===== src/rtl/osc_cal_pkg.sv =====
package osc_cal_pkg;

    typedef enum logic [3:0] {
        ST_IDLE,
        ST_CLEAR,
        ST_RUN,
        ST_JUDGE,
        ST_VCLEAR,
        ST_VRUN,
        ST_VJUDGE,
        ST_DONE,
        ST_FAIL
    } cal_state_e;

    typedef enum logic [2:0] {
        VD_MATCH,
        VD_SLOW_DN,
        VD_FAST_DN,
        VD_K_DN,
        VD_LIMIT
    } verdict_e;

endpackage


===== src/rtl/osc_cal_window.sv =====
// Trial window: picks the fast-stage target, flags when it is reached,
// and holds the slow count captured at that moment.
module osc_cal_window #(
    parameter int CNT_W = 8,
    parameter int KW    = 4
) (
    input  logic             clk,
    input  logic             rst_n,
    input  logic             long_win,
    input  logic             capture,
    input  logic [KW-1:0]    k,
    input  logic [CNT_W-1:0] fast_cnt,
    input  logic [CNT_W-1:0] slow_cnt,
    output logic             reached,
    output logic [CNT_W-1:0] snap
);

    logic [CNT_W-1:0] k_ext;
    logic [CNT_W-1:0] target;

    assign k_ext   = CNT_W'(k);
    assign target  = long_win ? (k_ext << 2) : k_ext;
    assign reached = (fast_cnt >= target);

    always_ff @(posedge clk) begin
        if (!rst_n) begin
            snap <= '0;
        end else if (capture) begin
            snap <= slow_cnt;
        end
    end

endmodule


===== src/rtl/osc_cal_tuner.sv =====
// Settings registers and the retune verdict for one captured slow count.
module osc_cal_tuner
    import osc_cal_pkg::*;
#(
    parameter int MAX_SEC = 48,
    parameter int MIN_SEC = 3,
    parameter int K_INIT  = 10,
    parameter int CNT_W   = 8,
    parameter int SW      = 6,
    parameter int KW      = 4
) (
    input  logic             clk,
    input  logic             rst_n,
    input  logic             load,
    input  logic             apply,
    input  logic [CNT_W-1:0] snap,
    output logic [SW-1:0]    nsec_slow,
    output logic [SW-1:0]    nsec_fast,
    output logic [KW-1:0]    k,
    output verdict_e         verdict,
    output logic             val_ok
);

    localparam logic [SW-1:0] SEC_TOP   = SW'(MAX_SEC);
    localparam logic [SW-1:0] SEC_SLOW0 = SW'(MAX_SEC - 1);
    localparam logic [SW-1:0] SEC_FLOOR = SW'(MIN_SEC);
    localparam logic [KW-1:0] K_START   = KW'(K_INIT);
    localparam logic [KW-1:0] K_FLOOR   = KW'(2);

    logic             slow_just_cut;
    logic [CNT_W-1:0] k_m1;

    assign k_m1   = CNT_W'(k) - CNT_W'(1);
    assign val_ok = (snap == (k_m1 << 2));

    always_comb begin
        if (snap == k_m1) begin
            verdict = VD_MATCH;
        end else if (snap > k_m1) begin
            verdict = (nsec_slow == SEC_FLOOR) ? VD_LIMIT : VD_SLOW_DN;
        end else if (slow_just_cut) begin
            verdict = (nsec_fast == SEC_FLOOR) ? VD_LIMIT : VD_FAST_DN;
        end else begin
            verdict = (k == K_FLOOR) ? VD_LIMIT : VD_K_DN;
        end
    end

    always_ff @(posedge clk) begin
        if (!rst_n || load) begin
            nsec_fast     <= SEC_TOP;
            nsec_slow     <= SEC_SLOW0;
            k             <= K_START;
            slow_just_cut <= 1'b0;
        end else if (apply) begin
            unique case (verdict)
                VD_SLOW_DN: begin
                    nsec_slow     <= nsec_slow - 1'b1;
                    slow_just_cut <= 1'b1;
                end
                VD_FAST_DN: begin
                    nsec_fast     <= nsec_fast - 1'b1;
                    slow_just_cut <= 1'b0;
                end
                VD_K_DN: begin
                    k <= k - 1'b1;
                end
                default: begin
                end
            endcase
        end
    end

endmodule


===== src/rtl/osc_cal_seq.sv =====
// Calibration sequencer: state register, next state, and decoded outputs.
module osc_cal_seq
    import osc_cal_pkg::*;
(
    input  logic     clk,
    input  logic     rst_n,
    input  logic     start,
    input  logic     reached,
    input  verdict_e verdict,
    input  logic     val_ok,
    output logic     osc_run,
    output logic     cnt_clear,
    output logic     long_win,
    output logic     capture,
    output logic     load,
    output logic     apply,
    output logic     done,
    output logic     fail
);

    cal_state_e state, state_nx;

    always_ff @(posedge clk) begin
        if (!rst_n) begin
            state <= ST_IDLE;
        end else begin
            state <= state_nx;
        end
    end

    always_comb begin
        state_nx = state;
        unique case (state)
            ST_IDLE:   if (start) state_nx = ST_CLEAR;
            ST_CLEAR:  state_nx = ST_RUN;
            ST_RUN:    if (reached) state_nx = ST_JUDGE;
            ST_JUDGE: begin
                unique case (verdict)
                    VD_MATCH: state_nx = ST_VCLEAR;
                    VD_LIMIT: state_nx = ST_FAIL;
                    default:  state_nx = ST_CLEAR;
                endcase
            end
            ST_VCLEAR: state_nx = ST_VRUN;
            ST_VRUN:   if (reached) state_nx = ST_VJUDGE;
            ST_VJUDGE: state_nx = val_ok ? ST_DONE : ST_FAIL;
            ST_DONE:   if (start) state_nx = ST_CLEAR;
            ST_FAIL:   if (start) state_nx = ST_CLEAR;
            default:   state_nx = ST_IDLE;
        endcase
    end

    always_comb begin
        osc_run   = 1'b0;
        cnt_clear = 1'b0;
        long_win  = 1'b0;
        capture   = 1'b0;
        load      = 1'b0;
        apply     = 1'b0;
        done      = 1'b0;
        fail      = 1'b0;
        unique case (state)
            ST_IDLE:   load = start;
            ST_CLEAR:  cnt_clear = 1'b1;
            ST_RUN: begin
                osc_run = 1'b1;
                capture = reached;
            end
            ST_JUDGE:  apply = 1'b1;
            ST_VCLEAR: begin
                cnt_clear = 1'b1;
                long_win  = 1'b1;
            end
            ST_VRUN: begin
                osc_run  = 1'b1;
                long_win = 1'b1;
                capture  = reached;
            end
            ST_VJUDGE: long_win = 1'b1;
            ST_DONE: begin
                done = 1'b1;
                load = start;
            end
            ST_FAIL: begin
                fail = 1'b1;
                load = start;
            end
            default: begin
            end
        endcase
    end

endmodule


===== src/rtl/osc_cal_ctrl.sv =====
// Top level of the oscillator section count calibrator.
module osc_cal_ctrl
    import osc_cal_pkg::*;
#(
    parameter int MAX_SEC = 48,
    parameter int MIN_SEC = 3,
    parameter int K_INIT  = 10,
    parameter int CNT_W   = 8,
    parameter int SW      = $clog2(MAX_SEC + 1),
    parameter int KW      = $clog2(K_INIT + 1)
) (
    input  logic             clk,
    input  logic             rst_n,
    input  logic             start,
    input  logic [CNT_W-1:0] fast_cnt,
    input  logic [CNT_W-1:0] slow_cnt,
    output logic             osc_run,
    output logic             cnt_clear,
    output logic [SW-1:0]    nsec_slow,
    output logic [SW-1:0]    nsec_fast,
    output logic [KW-1:0]    vern_k,
    output logic             done,
    output logic             fail
);

    logic             long_win;
    logic             capture;
    logic             load;
    logic             apply;
    logic             reached;
    logic             val_ok;
    logic [CNT_W-1:0] snap;
    verdict_e         verdict;

    osc_cal_seq u_seq (
        .clk       (clk),
        .rst_n     (rst_n),
        .start     (start),
        .reached   (reached),
        .verdict   (verdict),
        .val_ok    (val_ok),
        .osc_run   (osc_run),
        .cnt_clear (cnt_clear),
        .long_win  (long_win),
        .capture   (capture),
        .load      (load),
        .apply     (apply),
        .done      (done),
        .fail      (fail)
    );

    osc_cal_window #(
        .CNT_W (CNT_W),
        .KW    (KW)
    ) u_window (
        .clk      (clk),
        .rst_n    (rst_n),
        .long_win (long_win),
        .capture  (capture),
        .k        (vern_k),
        .fast_cnt (fast_cnt),
        .slow_cnt (slow_cnt),
        .reached  (reached),
        .snap     (snap)
    );

    osc_cal_tuner #(
        .MAX_SEC (MAX_SEC),
        .MIN_SEC (MIN_SEC),
        .K_INIT  (K_INIT),
        .CNT_W   (CNT_W),
        .SW      (SW),
        .KW      (KW)
    ) u_tuner (
        .clk       (clk),
        .rst_n     (rst_n),
        .load      (load),
        .apply     (apply),
        .snap      (snap),
        .nsec_slow (nsec_slow),
        .nsec_fast (nsec_fast),
        .k         (vern_k),
        .verdict   (verdict),
        .val_ok    (val_ok)
    );

endmodule


===== config.mk =====
export PLATFORM = sky130hd
export DESIGN_NAME = osc_cal_ctrl
export DESIGN_NICKNAME = d
export VERILOG_FILES = /design/src/rtl/osc_cal_pkg.sv /design/src/rtl/osc_cal_window.sv /design/src/rtl/osc_cal_tuner.sv /design/src/rtl/osc_cal_seq.sv /design/src/rtl/osc_cal_ctrl.sv
export SDC_FILE = /design/constraint.sdc
export NUM_CORES = 1
export LEC_CHECK = 0
export ABC_AREA = 0
export BUFFER_PORTS_ARGS = -buffer_cell sky130_fd_sc_hd__buf_2
export CORE_MARGIN = 2
export CORE_UTILIZATION = 56
export CTS_CLUSTER_DIAMETER = 100
export DETAILED_ROUTE_END_ITERATION = 10
export PLACE_DENSITY = 0.8
export SETUP_SLACK_MARGIN = 0.5
export SLEW_MARGIN = 20
export SYNTH_ARGS = -nofsm -noshare
export SYNTH_HDL_FRONTEND = slang
export SYNTH_HIERARCHICAL = 1
export SYNTH_SLANG_ARGS = --single-unit
export TNS_END_PERCENT = 10

===== constraint.sdc =====
create_clock -name clk -period 3.35 [get_ports clk]
set_input_delay 0.8375 -clock clk [delete_from_list [all_inputs] [get_ports clk]]
set_output_delay 0.8375 -clock clk [all_outputs]
set_load 0.05 [all_outputs]

# --- After elaboration in Yosys (flattened, before gate mapping) ---
# Cells that the tools add are included.
# Widths: inputs -> output; s select.
classes:
  add_sub_neg: 4
  n_lt_le_gt_ge: 2
  n_eq_ne: 20
  n_mux: 22
  n_reduce_logical: 14
op_table:
  columns: ["operator", "count"]
  rows:
  - ["$pmux 4 s7", 1]
  - ["$mux 3", 6]
  - ["$eq 4x3->1 const B", 4]
  - ["$eq 8x8->1", 2]
  - ["$mux 4", 4]
  - ["$eq 4x2->1 const B", 3]
  - ["$eq 6x2->1 const B", 2]
  - ["$sub 6x1->6 const B", 2]
  - ["$ge 8x8->1", 1]
  - ["$gt 8x8->1", 1]
  - ["$mux 1", 8]
  - ["$pmux 4 s2", 1]
  - ["$reduce_and 2->1", 4]
  - ["$eq 3x2->1 const B", 2]
  - ["$mux 6", 1]
  - ["$reduce_or 3->1", 2]
  - ["$sub 4x1->5 const B", 1]
  - ["$eq 4x1->1 const B", 1]
  - ["$eq 4x4->1 const B", 1]
  - ["$logic_not 4->1", 1]
  - ["$ne 2x2->1 const B", 2]
  - ["$reduce_or 2->1", 2]
  - ["$sub 4x1->4 const B", 1]
  - ["$eq 3x1->1 const B", 1]
  - ["8 further kinds", 8]
totals:
  ff_bits: 29
  inputBits: 19
  output_inout_bits: 20
  word_cells: 68

# --- Logic depth before layout (Yosys ltp) ---
# Gate-level depths: netlist (run 1).
logic_depth:
  ltp_word: 8
  mapped_depth: 14
  ltp_nobuf: 14

# --- Hierarchy ---
# Netlist (run 1), hierarchy kept.
modules_own_cells:
  columns: ["module", "instances", "cells_each", "area_each_um2", "seq_area_each_um2"]
  rows:
  - ["osc_cal_tuner", 1, 156, 1297.5, 340.3]
  - ["osc_cal_window", 1, 45, 469.2, 160.2]
  - ["osc_cal_seq", 1, 57, 465.4, 80.1]

# --- Worst setup path before layout (run 1) ---
# OpenSTA, ideal clock, no wires.
synth_timing:
  path_kind: "reg2reg"
  startpoint: "register u_tuner.k[0]"
  endpoint: "register u_seq.state[0]"
  setup_ps: 70
  t_arrival_ps: 3144
  t_required_ps: 3280
  path_slack_ps: 136
  stages_incl_launch_ff: 14
  n_path_buf: 0
  synth_period_minus_slack_ps: 3214
  path_cell_list: "dfxtp_1 > inv_1 > ha_1 > nand2_1 > ha_1 > and4_1 > and2_1 > a32oi_4 > nand2_1 > nor3_1 > nor2_1 > a211oi_1 > o31ai_1 > a21oi_1"
synth_via:
  word_cells_on_any_way: 19
  classes_between: "add/sub (1); order compare (2); eq/ne (6); mux (8); reduce/logical (2)"
synth_rtl:
  columns: ["element", "line", "source"]
  rows:
  - ["from (decl)", "osc_cal_tuner.sv:19", "output logic [KW-1:0] k,"]
  - ["from (signal assigned)", "osc_cal_tuner.sv:65", "k <= k - 1'b1;"]
  - ["$sub 4x1->5 (*)", "osc_cal_tuner.sv:33", "assign k_m1 = CNT_W'(k) - CNT_W'(1);"]
  - ["net u_tuner.k_m1[0]", "osc_cal_tuner.sv:31", "logic [CNT_W-1:0] k_m1;"]
  - ["$gt 8x8->1", "osc_cal_tuner.sv:39", "end else if (snap > k_m1) begin"]
  - ["$mux 3", "osc_cal_tuner.sv:39", null]
  - ["$mux 3 (*)", "osc_cal_tuner.sv:37", "if (snap == k_m1) begin"]
  - ["net verdict[1]", "osc_cal_ctrl.sv:33", "verdict_e verdict;"]
  - ["$eq 3x3->1 / $logic_not 3->1 (equally long branches)", "osc_cal_seq.sv:38", "unique case (verdict)"]
  - ["$pmux 4 s2 (*)", "osc_cal_seq.sv:38", null]
  - ["$pmux 4 s7 (*)", "osc_cal_seq.sv:33", "unique case (state)"]
  - ["to (signal assigned)", "osc_cal_seq.sv:27", "state <= state_nx;"]
  - ["to (decl)", "osc_cal_seq.sv:21", "cal_state_e state, state_nx;"]
# Mark *: on every way through the listed nets, which the timed path passes. The rest lies on a longest branch.
# A chain may end at the register's enable or synchronous reset.

# --- Worst setup path in the final report (run 1) ---
# Ends and elaborated chain as after synthesis.

==> results of run 1 <==
## cells by family after synthesis
family / Yosys count / share of synthesized area (%)
AOI/OAI and AO/OA: 58 / 20.8
xor gates and xnor gates: 13 / 5.10
adders and majority gates: 20 / 11.2
buffers and inverters: 28 / 6.67
DFF: 29 / 26.0
muxes: 12 / 5.44
and+or+nand+nor: 98 / 24.8
## worst paths after layout
check / to / from
worst max register to register: u_seq/state[0]$_SDFFE_PN0P_ / u_tuner/k[0]$_SDFFE_PP0P_
worst min-delay path: u_tuner/nsec_fast[4]$_SDFFE_PP1P_ / u_tuner/nsec_fast[4]$_SDFFE_PP1P_
worst max-delay path: u_seq/state[0]$_SDFFE_PN0P_ / u_tuner/k[0]$_SDFFE_PP0P_
worst min register to register: u_tuner/nsec_fast[4]$_SDFFE_PP1P_ / u_tuner/nsec_fast[4]$_SDFFE_PP1P_
## area by class of cell
class | count | area, µm² | share of cell area, %
well taps | 48 | 60.1 | 2.25
clock buffers | 8 | 111 | 4.17
repair buffers | 47 | 258 | 9.65
inverters | 16 | 60.1 | 2.25
flip-flops and latches | 29 | 588 | 22.0
multi-input cells | 201 | 1590 | 59.7
## through the flow
stage               std cells  hold slack, ps
floorplan                 258             483
global placement          337             510
detailed placement        337             512
CTS                       345             528
global route              349             568
finish                    349             520
## routing by layer
metal | global-route usage, % | wire [µm]
met5 | 0 | 0
met4 | 8.93 | 65
met3 | 5.17 | 280
met2 | 40.7 | 2480
met1 | 30.3 | 2220
## registers in the layout, indices dropped and copies added (netlist names)
name	cells
u_seq/state	4
u_tuner/k	4
u_tuner/nsec_fast	6
u_tuner/nsec_slow	6
u_tuner/slow_just_cut	1
u_window/snap	8
## cell usage in the layout, fill, tap and decap left out, types with 2 or more instances in the layout
cell type and count:
sky130_fd_sc_hd__nor2b_1 12, sky130_fd_sc_hd__inv_1 15, sky130_fd_sc_hd__buf_4 9, sky130_fd_sc_hd__nand2b_1 5, sky130_fd_sc_hd__nand3b_1 5, sky130_fd_sc_hd__a211oi_1 3, sky130_fd_sc_hd__nand3_1 4, sky130_fd_sc_hd__dfxtp_1 25
sky130_fd_sc_hd__o21ai_1 5, sky130_fd_sc_hd__mux2i_1 11, sky130_fd_sc_hd__ha_4 2, sky130_fd_sc_hd__o31a_1 2, sky130_fd_sc_hd__nor3_2 2, sky130_fd_sc_hd__a31oi_1 4, sky130_fd_sc_hd__a211oi_2 2, sky130_fd_sc_hd__clkbuf_8 6
sky130_fd_sc_hd__nor2_1 21, sky130_fd_sc_hd__nand2_1 14, sky130_fd_sc_hd__nor3_1 7, sky130_fd_sc_hd__dfxtp_2 3, sky130_fd_sc_hd__and3_1 2, sky130_fd_sc_hd__ha_1 18, sky130_fd_sc_hd__xnor2_1 8, sky130_fd_sc_hd__a41o_1 2
sky130_fd_sc_hd__xor2_1 5, sky130_fd_sc_hd__a21oi_1 13, sky130_fd_sc_hd__nor2_2 3, sky130_fd_sc_hd__buf_2 38, sky130_fd_sc_hd__nand4_1 3, sky130_fd_sc_hd__or3_1 2, sky130_fd_sc_hd__a31o_2 2, sky130_fd_sc_hd__a21o_1 2
sky130_fd_sc_hd__o21ai_0 3
## power by group through the flow
stage	clock network [W]	logic [W]	registers, W
after detailed placement	0	0.000338	0.000402
after global routing	0.000370	0.000405	0.000404
after floorplan	0	0.000283	0.000392
final	0.000347	0.000366	0.000400
after global placement	0	0.000331	0.000401
after CTS	0.000360	0.000344	0.000395
## worst register-to-register path, delay by kind of cell, from the launching register on
kind / cells / cell delay (ps)
DFF: 1 / 370
and+or+nand+nor: 6 / 1000
AOI/OAI and AO/OA: 4 / 760
adders and majority gates: 2 / 480
buffers and inverters: 1 / 120
## what timing repair did
action | 4_1_cts | 5_1_grt
endpoints found under the setup margin | 13 | 25
buffers inserted | 0 | 4
pin swaps | 0 | 5
resized for setup | 4 | 17
==> reports/qor.yml, run 1 <==
status:
  result_of_the_run: "completed"
sta:
  period_share_pct: 83.1
  maxSlewViolCount: 0
  final-setup-viol-count: 0
  hold_viol: 0
  min_period_ps: 2780
  post-route-worst-setup-slack_ps: 567
  totalNegativeSetupSlack_ps: 0
  slew_headroom_pct: 51.5
  fin_worst_skew_ps: 4.57
  tightest_slew_ps: 726
  maximum_frequency_from_static_timing_analysis_ghz: 0.359
  unrepaired_setup_endpoints_after_global_routing: "true"
place:
  post-place-ws_ps: 342
  place.port_buffers: 38
  cell_area_placed_um2: 2440
  detailed_place_hpwl_um: 3540
  gp_congestion: 0.862
route:
  wl_um: 5050
  avgViaCountPerCell: 5.83
  ant_nets: 0
  routedWlPerCell_um: 14.5
  first_iter_violations: 89
  dr.pass1.iters: 4
  detail_route.drc_violations: 0
  detailroute.via_count: 2035
cells_and_area:
  finalInstanceArea_um2: 2670
  area.growth.synth_to_final_pct: 19.6
  nFillCells: 309
  fin_nets: 339
  antenna-diode-count: 0
  final_core_utilization_pct: 71.3
  post_route_cells_drive_above_1_share_pct: 29.2
worst_setup_path:
  path_max_fanout: 8
  max_stage_delay_ps: 370
  crit_slowest_cell: "sky130_fd_sc_hd__dfxtp_4"
  critical_path_cell_count: 13
  timing.reg2reg.worst_path_depth: 13
  critical_path_buf_inv_count: 1
  timing.setup.critical_path_class: "reg -> reg"
  cp.arrival_ps: 3010
  critPathCaptureType: "flip-flop"
  crit_path_start_kind: "flip-flop"
  r2r_setup_slack_ps: 570
  worst_path_dominant_cell_family: "simple AND/OR/NAND/NOR gates"
  cp.required_ps: 3570
  crit_chain: "inv_2, ha_4, nand2_4, ha_1, and4_2, and2_1, a32oi_4, nand2_2, nor3_4, nor2_1, a211oi_1, o31ai_1, a21oi_1"
yosys:
  synth_most_common_cell: "sky130_fd_sc_hd__dfxtp_1"
  cells_after_synthesis: 258
  seq_area_frac_synth_pct: 26.0
  ys_warn_count: 6
  synth.distinct_cells: 63
  postSynth.topFlopCell: "sky130_fd_sc_hd__dfxtp_1"
  yosys_register_bits: 29
  netlist.top_cell.by_area: "sky130_fd_sc_hd__dfxtp_1"
  synth.net_count: 297
  asyncSetResetFlopFracSynth_pct: 0
  synth-edff-count: 0
  yosys-top-cells-count: "sky130_fd_sc_hd__dfxtp_1, sky130_fd_sc_hd__nor2_1, sky130_fd_sc_hd__ha_1"
  synth.cell_area_um2: 2230
  synth.area.top_cells: "sky130_fd_sc_hd__dfxtp_1, sky130_fd_sc_hd__ha_1, sky130_fd_sc_hd__mux2i_1"
  syn_area_per_cell_um2: 8.65
  synth_largest_type_area_fraction_pct: 26.0
power_and_ir_drop:
  total_power_w: 0.00111
  switching_power_w: 0.000395
  switching_share_pct: 35.4
  p_leak_nw: 1.12
  pwr-share-clk_pct: 31.2
  p_int_w: 0.000719
  power_per_cell_area_nw_per_um2: 417
  power.share.combinational_pct: 32.9
  power_share_of_the_sequential_group_pct: 35.9
  vdd.ir_drop.worst_v: 0.000292
clock_network:
  ctsRootBufferMaster: "sky130_fd_sc_hd__clkbuf_8"
  clock_tree.buffer_depth: 2
  path_clk_slew_ps: 60
  cts_buffers: 5
  clkLatencyLatePin_ps: 290
  hold_buffer_count_at_cts: 0
  cts_htree_levels: 2
  clock_tree_from_tritoncts: "built"
  number_of_sinks_driven_by_the_clock_tree: 29
floorplanning:
  floorplan.initialDensity_pct: 59.6
  floorplan.die_area_um2: 4510
  fp.coreArea_um2: 3740
  die_w_um: 67.1
  floorplan.io_pins: 39
  number_of_standard_cell_rows_in_the_floorplan: 22
  floorplan_die_height_um: 67.1
min_path:
  holdCritPathClass: "reg -> reg"
  worst_hold_path.num_cells: 2
global_route:
  grt_max_degree: 14
  groute.usage.overall_pct: 24.2
  initial_antenna_violation_count: 0
  global_route.overflow_total: 0
  grt_pass1_vias: 1789
  grt_pass1_wl_um: 8220
run:
  max_cap_viol_count: 0
No activity file was read; power rests on OpenSTA's default activity.
==> run 2, diff against run 1 <==
clock period = 2.8 ns   (was 3.35 ns; I/O delays follow)
==> run 2 against run 1 <==
  * Die area stayed put
  * Setup slack worse by 370 ps
  * Sequential power is 15% higher
  * Via count is 0.84% lower
  * Final area is 7.9% higher
  * Largest cell class unchanged
  * Highest routed layer unchanged
==> reports/qor.yml, run 2 (same netlist as run 1, synthesis figures left out) <==
sta:
  final-setup-viol-count: 0  # unchanged
  fin_worst_hold_slack_ps: 542  # was 520 ps
  slew_headroom_pct: 51.1  # was 51.5%
  period_share_pct: 93.0  # was 83.1%
  maxSlewViolCount: 0  # unchanged
  min_period_ps: 2600  # was 2780 ps
  unrepaired_setup_endpoints_after_global_routing: "true"  # unchanged
  hold_viol: 0  # unchanged
  maximum_frequency_from_static_timing_analysis_ghz: 0.384  # was 0.359 GHz
  fin_worst_skew_ps: 3.20  # was 4.57 ps
  tightest_slew_ps: 731  # was 726 ps
  totalNegativeSetupSlack_ps: 0  # unchanged
worst_setup_path:
  path_max_fanout: 5  # was 8
  critical_path_buf_inv_count: 1  # unchanged
  cp.required_ps: 3010  # was 3570 ps
  worst_path_dominant_cell_family: "compound AO/OA/AOI/OAI gates"  # was simple AND/OR/NAND/NOR gates
  cp.arrival_ps: 2820  # was 3010 ps
  timing.setup.critical_path_class: "reg -> reg"  # unchanged
  critPathCaptureType: "flip-flop"  # unchanged
  crit_chain: "nand2b_4, a21oi_4, buf_4, mux2i_1, ha_1, o211a_1, a211oi_2, o21ai_2, nor2b_4, a2111oi_4, o31ai_1, a21oi_1"  # was inv_2, ha_4, nand2_4, ha_1, and4_2, and2_1, a32oi_4, nand2_2, nor3_4, nor2_1, a211oi_1, o31ai_1, a21oi_1
  crit_path_start_kind: "flip-flop"  # unchanged
  crit_slowest_cell: "sky130_fd_sc_hd__a2111oi_4"  # was sky130_fd_sc_hd__dfxtp_4
  max_stage_delay_ps: 350  # was 370 ps
clock_network:
  clkLatencyLatePin_ps: 280  # was 290 ps
  number_of_sinks_driven_by_the_clock_tree: 29  # unchanged
  clock_tree_from_tritoncts: "built"  # unchanged
  clock_tree.buffer_depth: 2  # unchanged
  cts_buffers: 5  # unchanged
  path_clk_slew_ps: 60  # about the same
  ctsRootBufferMaster: "sky130_fd_sc_hd__clkbuf_8"  # unchanged
  cts_htree_levels: 2  # unchanged
  hold_buffer_count_at_cts: 0  # unchanged
route:
  routedWlPerCell_um: 14.4  # was 14.5 µm
  dr.pass1.iters: 4  # unchanged
  detail_route.drc_violations: 0  # unchanged
  wl_um: 5230  # was 5050 µm
  detailroute.via_count: 2018  # was 2,035
  avgViaCountPerCell: 5.56  # was 5.83
  first_iter_violations: 67  # was 89
  ant_nets: 0  # unchanged
place:
  gp_congestion: 0.839  # was 0.862
  cell_area_placed_um2: 2630  # was 2440 µm²
  detailed_place_hpwl_um: 3760  # was 3540 µm
  place.port_buffers: 38  # unchanged
cells_and_area:
  antenna-diode-count: 0  # unchanged
  finalInstanceArea_um2: 2880  # was 2670 µm²
  top_register: "u_window/snap"  # unchanged
  largestRegisters: "u_window/snap (8), u_tuner/nsec_fast (6), u_tuner/nsec_slow (6)"  # unchanged
  post_route_cells_drive_above_1_share_pct: 36.8  # was 29.2%
  final_core_utilization_pct: 77.0  # was 71.3%
  largest_reg_flops: 8  # unchanged
  mostFrequentLayoutCell: "sky130_fd_sc_hd__buf_2"  # unchanged
  fin_nets: 353  # was 339
  area.growth.synth_to_final_pct: 29.1  # was 19.6%
  layout.cells.most_common_list: "sky130_fd_sc_hd__buf_2, sky130_fd_sc_hd__buf_4, sky130_fd_sc_hd__dfxtp_1, sky130_fd_sc_hd__nor2_1"  # was sky130_fd_sc_hd__buf_2, sky130_fd_sc_hd__dfxtp_1, sky130_fd_sc_hd__nor2_1, sky130_fd_sc_hd__ha_1, sky130_fd_sc_hd__inv_1
  nFillCells: 288  # was 309
floorplanning:
  floorplan.io_pins: 39  # unchanged
  floorplan.die_area_um2: 4510  # unchanged
  floorplan_die_height_um: 67.1  # unchanged
  floorplan.initialDensity_pct: 59.6  # unchanged
  fp.coreArea_um2: 3740  # unchanged
  die_w_um: 67.1  # unchanged
  number_of_standard_cell_rows_in_the_floorplan: 22  # unchanged
power_and_ir_drop:
  p_leak_nw: 1.18  # was 1.12 nW
  power.share.combinational_pct: 39.1  # was 32.9%
  vdd.ir_drop.worst_v: 0.000309  # was 0.000292 V
  total_power_w: 0.00130  # was 0.00111 W
  p_int_w: 0.000810  # was 0.000719 W
  switching_share_pct: 37.5  # was 35.4%
  switching_power_w: 0.000486  # was 0.000395 W
  power_per_cell_area_nw_per_um2: 450  # was 417 nW/µm²
  pwr-share-clk_pct: 25.3  # was 31.2%
  power_share_of_the_sequential_group_pct: 35.6  # was 35.9%
global_route:
  grt_max_degree: 14  # unchanged
  grt_pass1_wl_um: 8410  # was 8220 µm
  initial_antenna_violation_count: 0  # unchanged
  global_route.overflow_total: 0  # unchanged
  grt_pass1_vias: 1902  # was 1,789
  groute.usage.overall_pct: 24.8  # was 24.2%
run:
  max_cap_viol_count: 0  # unchanged
min_path:
  holdCritPathClass: "reg -> reg"  # unchanged
status:
  result_of_the_run: "completed"  # unchanged
run 2: cell count changes in the layout (fill, tap and decap cells not counted), moves of 3 or more:
| cell | delta |
|---|---|
| sky130_fd_sc_hd__buf_4 | +14 |
| sky130_fd_sc_hd__dfxtp_1 | -3 |
| sky130_fd_sc_hd__ha_1 | -4 |
| sky130_fd_sc_hd__dfxtp_4 | +3 |
| sky130_fd_sc_hd__ha_4 | +4 |
run 2: metrics by stage:
step / setup WS, ps / instances
after floorplan: 355 / 258
after global placement: 268 / 340
after detailed placement: 180 / 340
after CTS: 263 / 360
after global routing: 71.8 / 363
final: 196 / 363
run 2: power by group through the flow:
stage | sequential [W] | clock, W | combinational [W]
2_1_floorplan | 0.000472 | 0 | 0.000380
3_3_place_gp | 0.000470 | 0 | 0.000464
3_5_place_dp | 0.000471 | 0 | 0.000474
4_1_cts | 0.000460 | 0.000340 | 0.000491
5_1_grt | 0.000464 | 0.000358 | 0.000550
6_report | 0.000461 | 0.000328 | 0.000507
run 2: final cells by class:
type	instances	area (µm²)	area share [%]
Multi-Input combinational cell	201	1710	59.4
Sequential cell	29	599	20.8
Timing Repair Buffer	61	363	12.6
Clock buffer	6	72.6	2.52
Inverter	16	65.1	2.26
Tap cell	48	60.1	2.08
Clock inverter	2	10.0	0.347
run 2: worst reg2reg max path, cell delays in order, from the launching register on:
cell and delay [ps]:
sky130_fd_sc_hd__dfxtp_2 320, sky130_fd_sc_hd__nand2b_4 140, sky130_fd_sc_hd__a21oi_4 200, sky130_fd_sc_hd__buf_4 150, sky130_fd_sc_hd__mux2i_1 170, sky130_fd_sc_hd__ha_1 270, sky130_fd_sc_hd__o211a_1 130, sky130_fd_sc_hd__a211oi_2 270
sky130_fd_sc_hd__o21ai_2 100, sky130_fd_sc_hd__nor2b_4 160, sky130_fd_sc_hd__a2111oi_4 350, sky130_fd_sc_hd__o31ai_1 140, sky130_fd_sc_hd__a21oi_1 120
run 2: final timing paths:
path                                                         start                                 end  slack, ps  cells after the start
worst min register to register  u_tuner/slow_just_cut$_SDFFE_PP0P_  u_tuner/slow_just_cut$_SDFFE_PP0P_        540                      2
worst min-delay path            u_tuner/slow_just_cut$_SDFFE_PP0P_  u_tuner/slow_just_cut$_SDFFE_PP0P_        540                      2
worst max-delay path                   u_seq/state[3]$_SDFFE_PN0P_         u_seq/state[0]$_SDFFE_PN0P_        200                     12
worst max register to register         u_seq/state[3]$_SDFFE_PN0P_         u_seq/state[0]$_SDFFE_PN0P_        200                     12
run 2: what timing repair did:
item                                    4_1_cts  5_1_grt
pin swaps                                     9        8
resized for setup                             6        5
setup buffers                                12        3
endpoints found under the setup margin       28       30
run 2: layer usage:
layer	global-route usage, %	up-vias	routed length [µm]
met1	30.3	923	2400
met4	6.89	0	67
met5	0	-	0
met3	5.33	7	224
li1	-	1040	-
met2	43.7	48	2540
